**src/rtl/msi_cap_pkg.sv**
```systemverilog
package msi_cap_pkg;
  localparam int unsigned REG_AW   = 8;
  localparam int unsigned REG_DW   = 32;
  localparam int unsigned TGT_AW   = 64;
  localparam int unsigned NUM_VEC  = 32;
  localparam logic [REG_AW-1:0] OFS_TGT_LO  = 8'h00;
  localparam logic [REG_AW-1:0] OFS_TGT_HI  = 8'h04;
  localparam logic [REG_AW-1:0] OFS_VEC_EN  = 8'h08;
  localparam logic [REG_AW-1:0] OFS_VEC_MSK = 8'h0C;
  localparam logic [REG_AW-1:0] OFS_PEND    = 8'h10;
endpackage

```
**src/rtl/msi_cap_regs.sv**
```systemverilog
module msi_cap_regs
  import msi_cap_pkg::*;
#(
  parameter int unsigned AW  = REG_AW,
  parameter int unsigned DW  = REG_DW,
  parameter int unsigned TAW = TGT_AW
) (
  input  logic           clk,
  input  logic           rst_n,
  input  logic           wen,
  input  logic [AW-1:0]  addr,
  input  logic [DW-1:0]  wdata,
  input  logic [DW-1:0]  pend_q,
  output logic [DW-1:0]  rdata,
  output logic [TAW-1:0] tgt_addr,
  output logic [DW-1:0]  vec_en,
  output logic [DW-1:0]  vec_msk,
  output logic [DW-1:0]  vec_msk_d,
  output logic           pend_wr
);
  localparam int unsigned HALF = TAW / 2;

  logic [HALF-1:0] tgt_lo_q, tgt_hi_q;
  logic            wr_lo, wr_hi, wr_en, wr_msk;

  assign wr_lo   = wen && (addr == OFS_TGT_LO);
  assign wr_hi   = wen && (addr == OFS_TGT_HI);
  assign wr_en   = wen && (addr == OFS_VEC_EN);
  assign wr_msk  = wen && (addr == OFS_VEC_MSK);
  assign pend_wr = wen && (addr == OFS_PEND);

  assign vec_msk_d = wr_msk ? wdata : vec_msk;
  assign tgt_addr  = {tgt_hi_q, tgt_lo_q};

  always_ff @(posedge clk) begin
    if (!rst_n) begin
      tgt_lo_q <= '0;
      tgt_hi_q <= '0;
      vec_en   <= '0;
      vec_msk  <= '0;
    end else begin
      if (wr_lo) tgt_lo_q <= HALF'(wdata);
      if (wr_hi) tgt_hi_q <= HALF'(wdata);
      if (wr_en) vec_en   <= wdata;
      vec_msk <= vec_msk_d;
    end
  end

  always_comb begin
    unique case (addr)
      OFS_TGT_LO:  rdata = DW'(tgt_lo_q);
      OFS_TGT_HI:  rdata = DW'(tgt_hi_q);
      OFS_VEC_EN:  rdata = vec_en;
      OFS_VEC_MSK: rdata = vec_msk;
      OFS_PEND:    rdata = pend_q;
      default:     rdata = '0;
    endcase
  end


  hi_half_kept_chk: assert property (@(posedge clk) disable iff (!rst_n)
    wr_lo |=> $stable(tgt_hi_q));

  lo_half_kept_chk: assert property (@(posedge clk) disable iff (!rst_n)
    wr_hi |=> $stable(tgt_lo_q));
endmodule

```
**src/rtl/msi_cap_match.sv**
```systemverilog
module msi_cap_match
  import msi_cap_pkg::*;
#(
  parameter int unsigned NV  = NUM_VEC,
  parameter int unsigned DW  = REG_DW,
  parameter int unsigned TAW = TGT_AW
) (
  input  logic           clk,
  input  logic           rst_n,
  input  logic           in_valid,
  input  logic [TAW-1:0] in_addr,
  input  logic [DW-1:0]  in_data,
  input  logic [3:0]     in_be,
  input  logic [TAW-1:0] tgt_addr,
  input  logic [NV-1:0]  vec_en,
  output logic [NV-1:0]  set_vec
);
  localparam int unsigned VW = $clog2(NV);

  logic          window_open, hit;
  logic [VW-1:0] vec;

  assign window_open = |vec_en;
  assign vec         = in_data[VW-1:0];
  assign hit = in_valid && window_open && (in_addr == tgt_addr) &&
               (in_be == 4'b1111) && ((in_data >> VW) == '0);

  for (genvar i = 0; i < NV; i++) begin : g_dec
    assign set_vec[i] = hit && (vec == VW'(i)) && vec_en[i];
  end


  set_only_enabled_chk: assert property (@(posedge clk) disable iff (!rst_n)
    (|set_vec) |-> ((set_vec & ~vec_en) == '0));

  closed_window_chk: assert property (@(posedge clk) disable iff (!rst_n)
    (vec_en == '0) |-> (set_vec == '0));

  single_vec_chk: assert property (@(posedge clk) disable iff (!rst_n)
    $onehot0(set_vec));
endmodule

```
**src/rtl/msi_cap_status.sv**
```systemverilog
module msi_cap_status
  import msi_cap_pkg::*;
#(
  parameter int unsigned NV = NUM_VEC
) (
  input  logic          clk,
  input  logic          rst_n,
  input  logic          pend_wr,
  input  logic [NV-1:0] wdata,
  input  logic [NV-1:0] set_vec,
  input  logic [NV-1:0] vec_msk,
  input  logic [NV-1:0] vec_msk_d,
  output logic [NV-1:0] pend_q,
  output logic          irq_q
);
  logic [NV-1:0] pend_x, pend_d;
  logic          irq_d;

  assign pend_x = pend_wr ? (pend_q ^ wdata) : pend_q;
  assign pend_d = pend_x | set_vec;

  always_comb begin
    if (pend_d == '0)                   irq_d = 1'b0;
    else if (|(pend_d & ~vec_msk_d))    irq_d = 1'b1;
    else                                irq_d = irq_q;
  end

  always_ff @(posedge clk) begin
    if (!rst_n) begin
      pend_q <= '0;
      irq_q  <= 1'b0;
    end else begin
      pend_q <= pend_d;
      irq_q  <= irq_d;
    end
  end


  unmasked_raises_chk: assert property (@(posedge clk) disable iff (!rst_n)
    (|(pend_q & ~vec_msk)) |-> irq_q);

  fall_on_empty_chk: assert property (@(posedge clk) disable iff (!rst_n)
    $fell(irq_q) |-> (pend_q == '0));

  xor_write_chk: assert property (@(posedge clk) disable iff (!rst_n)
    (pend_wr && set_vec == '0) |=> (pend_q == $past(pend_q ^ wdata)));

  hold_idle_chk: assert property (@(posedge clk) disable iff (!rst_n)
    (!pend_wr && set_vec == '0) |=> $stable(pend_q));
endmodule

```
**src/rtl/msi_cap_bank.sv**
```systemverilog
module msi_cap_bank
  import msi_cap_pkg::*;
(
  input  logic              clk,
  input  logic              rst_n,
  input  logic              reg_wen,
  input  logic [REG_AW-1:0] reg_addr,
  input  logic [REG_DW-1:0] reg_wdata,
  output logic [REG_DW-1:0] reg_rdata,
  input  logic              in_valid,
  output logic              in_ready,
  input  logic [TGT_AW-1:0] in_addr,
  input  logic [REG_DW-1:0] in_data,
  input  logic [3:0]        in_be,
  output logic              irq
);
  logic [TGT_AW-1:0]  tgt_addr;
  logic [REG_DW-1:0]  vec_en, vec_msk, vec_msk_d, pend_q;
  logic [NUM_VEC-1:0] set_vec;
  logic               pend_wr;

  assign in_ready = 1'b1;

  msi_cap_regs u_regs (
    .clk(clk), .rst_n(rst_n), .wen(reg_wen), .addr(reg_addr),
    .wdata(reg_wdata), .pend_q(pend_q), .rdata(reg_rdata),
    .tgt_addr(tgt_addr), .vec_en(vec_en), .vec_msk(vec_msk),
    .vec_msk_d(vec_msk_d), .pend_wr(pend_wr)
  );

  msi_cap_match u_match (
    .clk(clk), .rst_n(rst_n), .in_valid(in_valid), .in_addr(in_addr),
    .in_data(in_data), .in_be(in_be), .tgt_addr(tgt_addr),
    .vec_en(vec_en), .set_vec(set_vec)
  );

  msi_cap_status u_status (
    .clk(clk), .rst_n(rst_n), .pend_wr(pend_wr), .wdata(reg_wdata),
    .set_vec(set_vec), .vec_msk(vec_msk), .vec_msk_d(vec_msk_d),
    .pend_q(pend_q), .irq_q(irq)
  );
endmodule

```
**config.mk**
```make
export PLATFORM = sky130hd
export DESIGN_NAME = msi_cap_bank
export DESIGN_NICKNAME = d
export VERILOG_FILES = /design/src/rtl/msi_cap_pkg.sv /design/src/rtl/msi_cap_regs.sv /design/src/rtl/msi_cap_match.sv /design/src/rtl/msi_cap_status.sv /design/src/rtl/msi_cap_bank.sv
export SDC_FILE = /design/constraint.sdc
export NUM_CORES = 1
export LEC_CHECK = 0
export ABC_AREA = 1
export BUFFER_PORTS_ARGS = -buffer_cell sky130_fd_sc_hd__clkbuf_2
export CAP_MARGIN = 40
export CELL_PAD_IN_SITES_DETAIL_PLACEMENT = 0
export CELL_PAD_IN_SITES_GLOBAL_PLACEMENT = 2
export CORE_AREA = 2 2 234 178
export CTS_BUF_LIST = sky130_fd_sc_hd__clkbuf_16
export DETAILED_ROUTE_END_ITERATION = 10
export DIE_AREA = 0 0 236 180
export GPL_TIMING_DRIVEN = 0
export MAX_ROUTING_LAYER = met4
export PLACE_DENSITY_LB_ADDON = 0.08
export SLEW_MARGIN = 20
export SYNTH_ARGS = -nofsm -noshare
export SYNTH_HDL_FRONTEND = slang
export SYNTH_HIERARCHICAL = 1
export SYNTH_SLANG_ARGS = --single-unit
```
**constraint.sdc**
```tcl
create_clock -name clk -period 2.5 [get_ports clk]
set_clock_uncertainty 0.1 [all_clocks]
set_input_delay 0.375 -clock clk [delete_from_list [all_inputs] [get_ports clk]]
set_output_delay 0.375 -clock clk [all_outputs]
set_load 0.03 [all_outputs]
```
# Word-level counts from Yosys, hierarchy flattened
# Cells that the tools add are included.
# W data, S select, Z words.
[word_totals]
input_bits = 144
reg_bits = 161
[op_classes]
bitwise = 5
eq_ne = 37
n_mux = 3
n_reduce_logical = 80
[op_table]
columns = ["operator", "n"]
rows = [
  ["$pmux W32 S5", 1],
  ["$eq A5 B5 Y1 const B", 16],
  ["$logic_and A1 B1 Y1", 73],
  ["$eq A64 B64 Y1", 1],
  ["$logic_not A32 Y1", 2],
  ["$mux W32", 2],
  ["$reduce_or A32 Y1", 2],
  ["$eq A5 B4 Y1 const B", 8],
  ["$and A32 B32 Y32", 1],
  ["$not A32 Y32", 1],
  ["$or A32 B32 Y32", 1],
  ["$xor A32 B32 Y32", 1],
  ["$eq A5 B3 Y1 const B", 4],
  ["$eq A8 B4 Y1 const B", 2],
  ["$eq A5 B2 Y1 const B", 2],
  ["$eq A8 B3 Y1 const B", 1],
  ["$eq A8 B5 Y1 const B", 1],
  ["$logic_not A8 Y1", 1],
  ["$eq A5 B1 Y1 const B", 1],
  ["$logic_not A5 Y1", 1],
  ["$eq A4 B4 Y1 const B", 1],
  ["$reduce_or A2 Y1", 1],
  ["$not A1 Y1", 1],
]

# Logic depth before layout (Yosys ltp)
# Gate-level depths: netlist of the first run.
[logic_depth]
depth_word = 10
depth_mapped = 21

# By module
# The synthesis of the first run kept the hierarchy.
[modules_own_cells]
columns = ["mod", "seq_area_each_um2", "cells_per_inst", "n_inst", "area_per_inst_um2"]
rows = [
  ["msi_cap_regs", 2562.5, 1205, 1, 7103.1],
  ["msi_cap_status", 660.6, 431, 1, 2323.5],
  ["msi_cap_match", 0.0, 429, 1, 2075.7],
  ["msi_cap_bank", 0.0, 2, 1, 11.3],
]

# Worst setup path after synthesis of the first run
# Ideal clock, no wire load.
[synth_timing]
path_type = "in2reg"
start = "input port in_data[10]"
end = "register u_status.irq_q"
setup_ps = 64
path_buffers = 1
arrival_time_ps = 1903
cell_stages = 19
setup_slack_ps = 433
path_cell_list = "inv_1 -> nand2_1 -> nor2_1 -> nand2_1 -> nor2_1 -> nand2_1 -> nor2_1 -> nand3_1 -> buf_2 -> nor3_2 -> inv_1 -> nand2_1 -> nor2_1 -> or2_2 -> nand2_1 -> nor2_1 -> nand3_1 -> nor2_1 -> nor2_1"
[synth_between]
elab_chain_cells = 7
[synth_lines]
columns = ["item", "line", "source"]
rows = [
  ["start, declared", "msi_cap_bank.sv:13", "input logic [REG_DW-1:0] in_data,"],
  ["$logic_not A32 Y1 *", "msi_cap_match.sv:26", "(in_be == 4'b1111) && ((in_data >> VW) == '0);"],
  ["$logic_and A1 B1 Y1 *", "msi_cap_match.sv:26", ""],
  ["$logic_and A1 B1 Y1 * (2 in a row)", "msi_cap_match.sv:29", "assign set_vec[i] = hit && (vec == VW'(i)) && vec_en[i];"],
  ["named net set_vec[20]", "msi_cap_bank.sv:19", "logic [NUM_VEC-1:0] set_vec;"],
  ["$or A32 B32 Y32 *", "msi_cap_status.sv:20", "assign pend_d = pend_x | set_vec;"],
  ["$and A32 B32 Y32 or $logic_not A32 Y1 (tied branches)", "msi_cap_status.sv:24, msi_cap_status.sv:23", ""],
  ["$reduce_or A32 Y1 or $reduce_or A2 Y1 (tied branches)", "-", ""],
  ["end signal, assigned", "msi_cap_status.sv:34", "irq_q <= irq_d;"],
  ["end, declared", "msi_cap_status.sv:14", "output logic irq_q"],
]
# Mark *: on every way through the listed nets, which the timed path passes. The rest lies on a longest branch.
# A chain may end at the register's enable or synchronous reset.

# Final worst setup path of the first run
[layout_timing]
start = "register u_regs.tgt_hi_q[12]"
end = "register u_status.irq_q"
[layout_between]
elab_chain_cells = 9
[layout_lines]
columns = ["item", "line", "source"]
rows = [
  ["start, declared", "msi_cap_regs.sv:23", "logic [HALF-1:0] tgt_lo_q, tgt_hi_q;"],
  ["start signal, assigned", "msi_cap_regs.sv:43", "if (wr_hi) tgt_hi_q <= HALF'(wdata);"],
  ["$eq A64 B64 Y1 *", "msi_cap_match.sv:25", "assign hit = in_valid && window_open && (in_addr == tgt_addr) &&"],
  ["$logic_and A1 B1 Y1 * (2 in a row)", "msi_cap_match.sv:25", ""],
  ["$logic_and A1 B1 Y1 *", "msi_cap_match.sv:26", ""],
  ["$logic_and A1 B1 Y1 * (2 in a row)", "msi_cap_match.sv:29", ""],
  ["named net set_vec[23]", "msi_cap_bank.sv:19", ""],
  ["$or A32 B32 Y32 *", "msi_cap_status.sv:20", ""],
  ["$and A32 B32 Y32 or $logic_not A32 Y1 (tied branches)", "msi_cap_status.sv:24, msi_cap_status.sv:23", ""],
  ["$reduce_or A32 Y1 or $reduce_or A2 Y1 (tied branches)", "-", ""],
]
# Marked as above.

==> results of run 1 <==
## cell type report
cell class | instances | area (um^2)
fillers | 4566 | 25800
multi-input cells | 1437 | 6780
flip-flops and latches | 161 | 3300
inverters | 376 | 1410
repair buffers | 190 | 1080
well taps | 528 | 661
plain buffers | 92 | 622
clock buffers | 17 | 425
clock inverters | 15 | 156
## critical path, cell delays in order (launching register included)
cell and delay (ns):
dfxtp_4 0.37, xnor2_4 0.17, nand2_1 0.08, nor2_2 0.12
nand2_1 0.07, nor2_2 0.14, nand3_4 0.19, buf_8 0.21
nor3_4 0.17, inv_1 0.07, nand2_2 0.08, nor2_2 0.04
or2_2 0.28, inv_2 0.08, nor2_4 0.05, nand3_2 0.09
nor2_1 0.05, nor2_1 0.08
## Yosys cell counts, types with 3 or more instances
cell type,instances,area (um^2)
a21oi_1,8,40.0
buf_1,14,52.6
buf_2,29,145
buf_4,12,90.1
buf_6,13,146
clkbuf_1,24,90.1
dfxtp_1,161,3220
inv_1,369,1390
inv_2,6,22.5
nand2_1,625,2350
nand2_2,3,18.8
nand2_4,3,33.8
nand3_1,266,1330
nand3b_1,12,90.1
nand4_1,28,175
nor2_1,407,1530
nor2_2,5,31.3
nor2_4,5,56.3
nor3_2,30,300
xnor2_1,34,298
## cells by family after synthesis
group | after synthesis | share of synthesized area
XOR/XNOR | 34 | 0.0259
other | 1 | 0.000326
AO/OA/AOI/OAI | 10 | 0.00435
flip-flops | 161 | 0.280
buffers and inverters | 469 | 0.170
AND/OR/NAND/NOR | 1392 | 0.520
## through the flow
stage	hold WS, ns	utilization	instance area [um^2]	worst slack, ns	TNS, ns
final	0.223	0.358	14400	-0.0200	-0.0200
after global placement	0.400	0.324	13000	-0.835	-10.13
after floorplan	0.390	-	11500	0.433	0
after global routing	0.245	0.358	14400	-0.137	-0.145
after CTS	0.191	0.346	13900	-0.0613	-0.0613
after detailed placement	0.406	0.324	13000	-0.796	-10.37
## worst min path at each step
stage | from | endpoint | cells past startpoint
floorplan | u_regs/tgt_lo_q[31] | u_regs/tgt_lo_q[31] | 2
global route | reg_wdata[5] | u_status/pend_q[5] | 5
finish | reg_wdata[5] | u_status/pend_q[5] | 5
detailed placement | u_regs/tgt_lo_q[6] | u_regs/tgt_lo_q[6] | 2
global placement | u_regs/tgt_lo_q[21] | u_regs/tgt_lo_q[21] | 2
CTS | reg_wdata[5] | u_status/pend_q[5] | 5
## state kept, by name, summed over array words and instances, names as in the netlist
signal,count
u_regs/vec_en,32
u_status/pend_q,32
u_regs/tgt_hi_q,32
u_regs/tgt_lo_q,32
u_status/irq_q,1
u_regs/vec_msk,32
## metal layers
metal	vias up	global-route usage	share of wire
li1	6586	-	-
met1	5728	0.382	0.51
met2	369	0.382	0.42
met3	25	0.0448	0.059
met4	0	0.0420	0.011
met5	-	-	0
## what timing repair did
item	in CTS	in global routing
gates cloned	1	2
hold endpoints to repair	0	0
pin swaps	8	30
resized for setup	68	107
setup endpoints to repair	46	25
buffers inserted	2	11
## power groups by stage
| stage | Sequential (uW) | Clock [uW] | Combinational [uW] |
|---|---|---|---|
| floorplan | 2630 | 0 | 292 |
| detailed placement | 2630 | 0 | 621 |
| finish | 2560 | 2770 | 657 |
| CTS | 2570 | 2840 | 637 |
| global placement | 2630 | 0 | 619 |
| global route | 2560 | 2950 | 716 |
==> impl_metrics.ini, run 1 <==
[synthesis]
synth_edf_count = 0
async_flop_share = 0
yosysUniqueCellTypes = 29
syn_avg_cell_area_um2 = 5.57
synth-seq-cells = 161
syn-cell-area_mm2 = 0.0115
postSynthCellCount = 2067
yosys_most_used_dff = dfxtp_1
seq_area_frac_synth = 0.280
ys_warn_count = 6
syn-num-nets = 2211

[critical_path]
path_max_fanout = 5
crit_end = u_status/irq_q
start_kind = flip-flop
reg2reg_slack_ns = -0.02
worstPathRequired_ns = 2.79
reg2reg_from = u_regs/tgt_hi_q[12]
crit_arrival_ns = 2.81
worstSetupPathType = flip-flop to flip-flop
critPathCaptureType = flip-flop
worstRegToRegCells = 17
r2r_end = u_status/irq_q
critPathLaunch = u_regs/tgt_hi_q[12]

[status]
status = finished with violations
violations = negative setup slack

[pwr]
pwr-share-clk = 0.462
leakagePower_uw = 0.00765
switching_share = 0.291
power_frac_comb = 0.110
power.internal_uw = 4250
pwr-share-seq = 0.428
power.density_mw_per_mm2 = 415
power.total_uw = 5990
ir_worst_vdd_mv = 0.354
p_switching_uw = 1740

[worst_hold_path]
hold_path.class = primary input to flip-flop

[clock_network]
cts_hold_buf = 0
h-tree-depth = 4
cts_tree = done
root_buffer = clkbuf_16
worstSkewPairLatency_ns = 0.46
clock_path_buffers = 2
cts-buffers-inserted = 17
cts_sinks = 161
clkSlewWorstSetupHoldPaths_ns = 0.07

[global_route]
grt_start_max_net_pins = 17
grt_pass1_vias = 11800
grt_pass1_wl_mm = 78.7
grt_overflow = 0
antenna_found_initial = 0
grt_usage = 0.263

[cells_and_area]
area_delta_synth_final_pct = 25.3
insertedDiodeCount = 0
final_common_cell = nand2_1
fin_cells = 2816
final_cell_mix = 613 x nand2_1, 380 x nor2_1, 368 x inv_1
nets = 2419
drive_gt1_frac = 0.192

[timing]
fin_ws_ns = -0.0200
slew_headroom = 0.461
drv_slew = 0
rsz0062_at_grt = true
min_period_ns = 2.52
setup_viol = 1
max_freq_mhz = 397
hold_violations = 0
period_share = 1.01
tightest_slew_ns = 0.809

[routing]
drt-initial-drc-count = 1092
drt_pass1_iterations = 5
vias = 12700
wl_per_cell_um = 19.2
ant_nets = 0
via_per_inst = 4.51
drc = 0
wirelength_mm = 54.0

[placed_design]
dp_cells = 2769
io_buffers = 174
place_congestion = 0.931
dp_hpwl_mm = 43.3

[floorplan]
fp.dieH_um = 180
rows = 64
design.core.area_mm2 = 0.0403
ioPinCount = 178
dieWidth_um = 236
dieArea_mm2 = 0.0425
start_util = 0.286

[run]
drv_cap = 0
Power figures use the tool's default switching activity.
==> run 2: changes to the inputs <==
CORE_AREA = 2 2 166 250   (was 2 2 234 178)
DIE_AREA = 0 0 168 252   (was 0 0 236 180)
==> impl_metrics.ini, run 2 (synthesis results as in run 1) <==
[status]
status = finished with violations
violations = negative setup slack

[clock_network]
cts_sinks = 161
clock_path_buffers = 2
cts-buffers-inserted = 17
clkSlewWorstSetupHoldPaths_ns = 0.08
cts_hold_buf = 0
h-tree-depth = 4
root_buffer = clkbuf_16
worstSkewPairLatency_ns = 0.46
cts_tree = done

[floorplan]
rows = 90
dieArea_mm2 = 0.0423
dieWidth_um = 168
design.core.area_mm2 = 0.0400
ioPinCount = 178
start_util = 0.288
fp.dieH_um = 252

[cells_and_area]
area_delta_synth_final_pct = 23.2
drive_gt1_frac = 0.180
insertedDiodeCount = 0
final_common_cell = nand2_1
design_area_mm2 = 0.0142
final_cell_mix = 617 x nand2_1, 383 x nor2_1, 368 x inv_1
fin_cells = 2790
nets = 2415
post-route-util = 0.355

[pwr]
power.total_uw = 6040
switching_share = 0.292
pwr-share-seq = 0.426
power.internal_uw = 4270
power.density_mw_per_mm2 = 425
power_frac_comb = 0.107
leakagePower_uw = 0.00753
p_switching_uw = 1760
ir_worst_vdd_mv = 0.492
pwr-share-clk = 0.467

[run]
drv_cap = 0

[global_route]
grt_usage = 0.252
grt_overflow = 0
grt_start_max_net_pins = 17
antenna_found_initial = 0
grt_pass1_wl_mm = 75.6
grt_pass1_vias = 12000

[worst_hold_path]
hold_path.class = primary input to flip-flop
worstHoldStart = reg_wdata[15]

[critical_path]
critPathSlowestCell = dfxtp_1
reg2reg_from = u_regs/tgt_lo_q[23]
crit_arrival_ns = 2.85
critPathLaunch = u_regs/tgt_lo_q[23]
path_common_cell = nor2_2
path_max_fanout = 5
worstPathCellList = xnor2_2 > nand2_1 > nor2_1 > nand2_1 > nor2_2 > nand2_4 > buf_12 > nor3_2 > inv_1 > nand2_1 > nor2_2 > or2_2 > inv_2 > nor2_4 > nand3_2 > nor2_2 > nor2_2
worstPathRequired_ns = 2.79
cp_top_family = simple AND/OR/NAND/NOR gates
start_kind = flip-flop
critPathBufInv = 3
critPathCaptureType = flip-flop
worstSetupPathType = flip-flop to flip-flop
crit_path_max_incr_delay_ns = 0.35

[routing]
via_per_inst = 4.55
wirelength_mm = 51.7
drc = 0
wl_per_cell_um = 18.5
vias = 12700
ant_nets = 0
drt_pass1_iterations = 5
drt-initial-drc-count = 702

[placed_design]
dp_cells = 2747
placed_area_mm2 = 0.0130
place_congestion = 0.916
io_buffers = 174
dp_hpwl_mm = 42.4
place_ws_ns = -1.08

[timing]
slew_headroom = 0.441
rsz0062_at_grt = true
tightest_slew_ns = 0.836
max_freq_mhz = 391
hold_violations = 0
min_period_ns = 2.56
fin_ws_ns = -0.0586
period_share = 1.02
drv_slew = 0
setup_viol = 1
[run 2: stage by stage]
| step | TNS, ns | hold slack, ns |
|---|---|---|
| floorplan | 0 | 0.390 |
| global placement | -15.46 | 0.400 |
| detailed placement | -15.34 | 0.406 |
| CTS | -0.103 | 0.202 |
| global route | -0.197 | 0.248 |
| finish | -0.0586 | 0.235 |
[run 2: final cells by class]
class                   instances  area (um^2)
fillers                      4595        25800
clock inverters                15          173
repair buffers                185         1010
flip-flops and latches        161         3260
clock buffers                  17          425
inverters                     376         1410
well taps                     506          633
plain buffers                  93          593
multi-input cells            1437         6680
[run 2: final timing paths]
| path | endpoint | slack (ns) | depth (start not counted) |
|---|---|---|---|
| max reg2reg | u_status/irq_q | -0.06 | 17 |
| max | u_status/irq_q | -0.06 | 17 |
| min reg2reg | u_regs/tgt_hi_q[0] | 0.41 | 2 |
| min | u_status/pend_q[15] | 0.23 | 5 |
[run 2: power groups by stage]
stage	registers (uW)	logic [uW]	clock network [uW]
2_1_floorplan	2630	292	0
3_3_place_gp	2630	618	0
3_5_place_dp	2630	621	0
4_1_cts	2570	641	2890
5_1_grt	2570	698	2990
6_report	2570	645	2820
[run 2: what timing repair did]
item	4_1_cts	5_1_grt
setup buffers	2	8
gates resized for setup	83	47
setup endpoints to repair	55	24
pin swaps	14	16
gates cloned	1	0
[run 2: metal layers]
layer,global-route usage,vias to the layer above,share of wire
li1,-,6582,-
met5,-,-,0
met4,0.111,0,0.041
met1,0.294,5670,0.42
met3,0.0256,71,0.041
met2,0.437,372,0.50
[run 2: worst reg2reg max path, delay by kind of cell (launching register included)]
kind	cells	cell delay, ns
XOR/XNOR	1	0.33
flip-flops	1	0.35
AND/OR/NAND/NOR	13	1.41
buffers and inverters	3	0.32
==> run 3: changes to the inputs <==
CORE_AREA = 2 2 163 245   (was 2 2 166 250)
CTS_BUF_LIST = sky130_fd_sc_hd__clkbuf_4 sky130_fd_sc_hd__clkbuf_8   (was sky130_fd_sc_hd__clkbuf_16)
DIE_AREA = 0 0 165 247   (was 0 0 168 252)
==> impl_metrics.ini, run 3 (synthesis results as in run 1) <==
[pwr]
power.total_uw = 5430
ir_worst_vdd_mv = 0.338
leakagePower_uw = 0.00761
power.density_mw_per_mm2 = 381

[critical_path]
critPathSlowestCell = dfxtp_4
worstSetupPathType = flip-flop to flip-flop
worstPathCellList = xnor2_4 > nand2_2 > nor2_4 > nand2_2 > nor2_4 > nand2_4 > buf_12 > nor3_4 > inv_1 > nand2_1 > nor2_1 > nand3_1 > nor2_1 > nand2_1 > nor2_2 > nand2_1 > nand2_1 > nor2_2
worstRegToRegCells = 18
start_kind = flip-flop
worstPathRequired_ns = 2.85
crit_cells = 18
crit_arrival_ns = 2.90
path_common_cell = nand2_1
cp_top_family = simple AND/OR/NAND/NOR gates
critPathBufInv = 2
crit_path_max_incr_delay_ns = 0.38
critPathCaptureType = flip-flop
path_max_fanout = 5

[routing]
drt_pass1_iterations = 6
via_per_inst = 4.55
drt-initial-drc-count = 924
vias = 12700
ant_nets = 0
wirelength_mm = 51.4
wl_per_cell_um = 18.4
drc = 0

[timing]
min_period_ns = 2.55
period_share = 1.02
setup_viol = 1
hold_ws_ns = 0.165
slew_headroom = 0.462
max_freq_mhz = 392
hold_violations = 0
drv_slew = 0
tightest_slew_ns = 0.804
fin_ws_ns = -0.0509
rsz0062_at_grt = true

[floorplan]
start_util = 0.296
design.core.area_mm2 = 0.0389
ioPinCount = 178
dieArea_mm2 = 0.0408
rows = 89
dieWidth_um = 165
fp.dieH_um = 247

[status]
status = finished with violations
violations = negative setup slack

[global_route]
grt_pass1_vias = 11900
grt_start_max_net_pins = 17
antenna_found_initial = 1
grt_usage = 0.262
grt_overflow = 0
grt_pass1_wl_mm = 74.5

[clock_network]
root_buffer = clkbuf_8
clock_path_buffers = 2
cts_sinks = 161
worstSkewPairLatency_ns = 0.51
cts-buffers-inserted = 17
h-tree-depth = 4
cts_tree = done
cts_hold_buf = 0
clkSlewWorstSetupHoldPaths_ns = 0.11

[placed_design]
place_congestion = 0.965
dp_cells = 2741
io_buffers = 174
dp_hpwl_mm = 42.0
place_ws_ns = -1.16

[cells_and_area]
final_cell_mix = 610 x nand2_1, 385 x nor2_1, 366 x inv_1
drive_gt1_frac = 0.189
nets = 2420
final_common_cell = nand2_1
area_delta_synth_final_pct = 23.8
fin_cells = 2790

[run]
drv_cap = 0

[worst_hold_path]
hold_path.class = primary input to flip-flop
worstHoldPathCells = 5
run 3: cell count changes in the layout (fill, tap and decap cells not counted), sizes merged:
| cell | change |
|---|---|
| clkinv | +1 |
| bufinv | +1 |
| buf | +2 |
| inv | -5 |
| clkinvlp | +2 |
| clkbuf | +4 |
| diode | +1 |
run 3: repair_timing:
item                                    4_1_cts  5_1_grt
setup buffers                                 7        6
pin swaps                                    29       30
resized for setup                           122       51
endpoints found under the setup margin       63       19
cloned                                        2        2
run 3: report_power, final:
group | total [uW] | internal [uW] | switching (uW)
combinational | 646 | 203 | 444
clock | 2220 | 1030 | 1190
sequential | 2560 | 2560 | 5.70
total | 5430 | 3790 | 1640
run 3: layout make-up:
class | count | area, um^2
flip-flops and latches | 161 | 3290
multi-input cells | 1437 | 6740
clock inverters | 14 | 181
repair buffers | 191 | 1110
plain buffers | 92 | 643
inverters | 376 | 1410
diodes | 1 | 2.50
well taps | 500 | 626
fillers | 4434 | 24600
clock buffers | 18 | 248
run 3: tightest hold or removal path: cells and delay by family:
family                 cells  cell delay, ns
buffers and inverters      2            0.15
AND/OR/NAND/NOR            3            0.23
run 3: layer usage:
metal / vias to the layer above / wire length, um / track usage
li1: 6593 / - / -
met3: 72 / 2490 / 0.0238
met4: 0 / 1740 / 0.0939
met1: 5652 / 21100 / 0.306
met2: 382 / 26100 / 0.465
met5: - / 0 / -
run 3: worst paths after layout:
check,startpoint,end,slack [ns]
max,u_regs/tgt_lo_q[18],u_status/irq_q,-0.05
min,reg_wdata[9],u_status/pend_q[9],0.17
min reg2reg,u_regs/tgt_lo_q[22],u_regs/tgt_lo_q[22],0.41
max reg2reg,u_regs/tgt_lo_q[18],u_status/irq_q,-0.05
run 3: per-stage QoR:
stage,setup TNS [ns],area (um^2),util
floorplan,0,11500,-
global placement,-16.75,13000,0.335
detailed placement,-16.26,13000,0.335
CTS,-0.0735,14000,0.360
global route,-0.173,14300,0.367
finish,-0.0509,14300,0.367
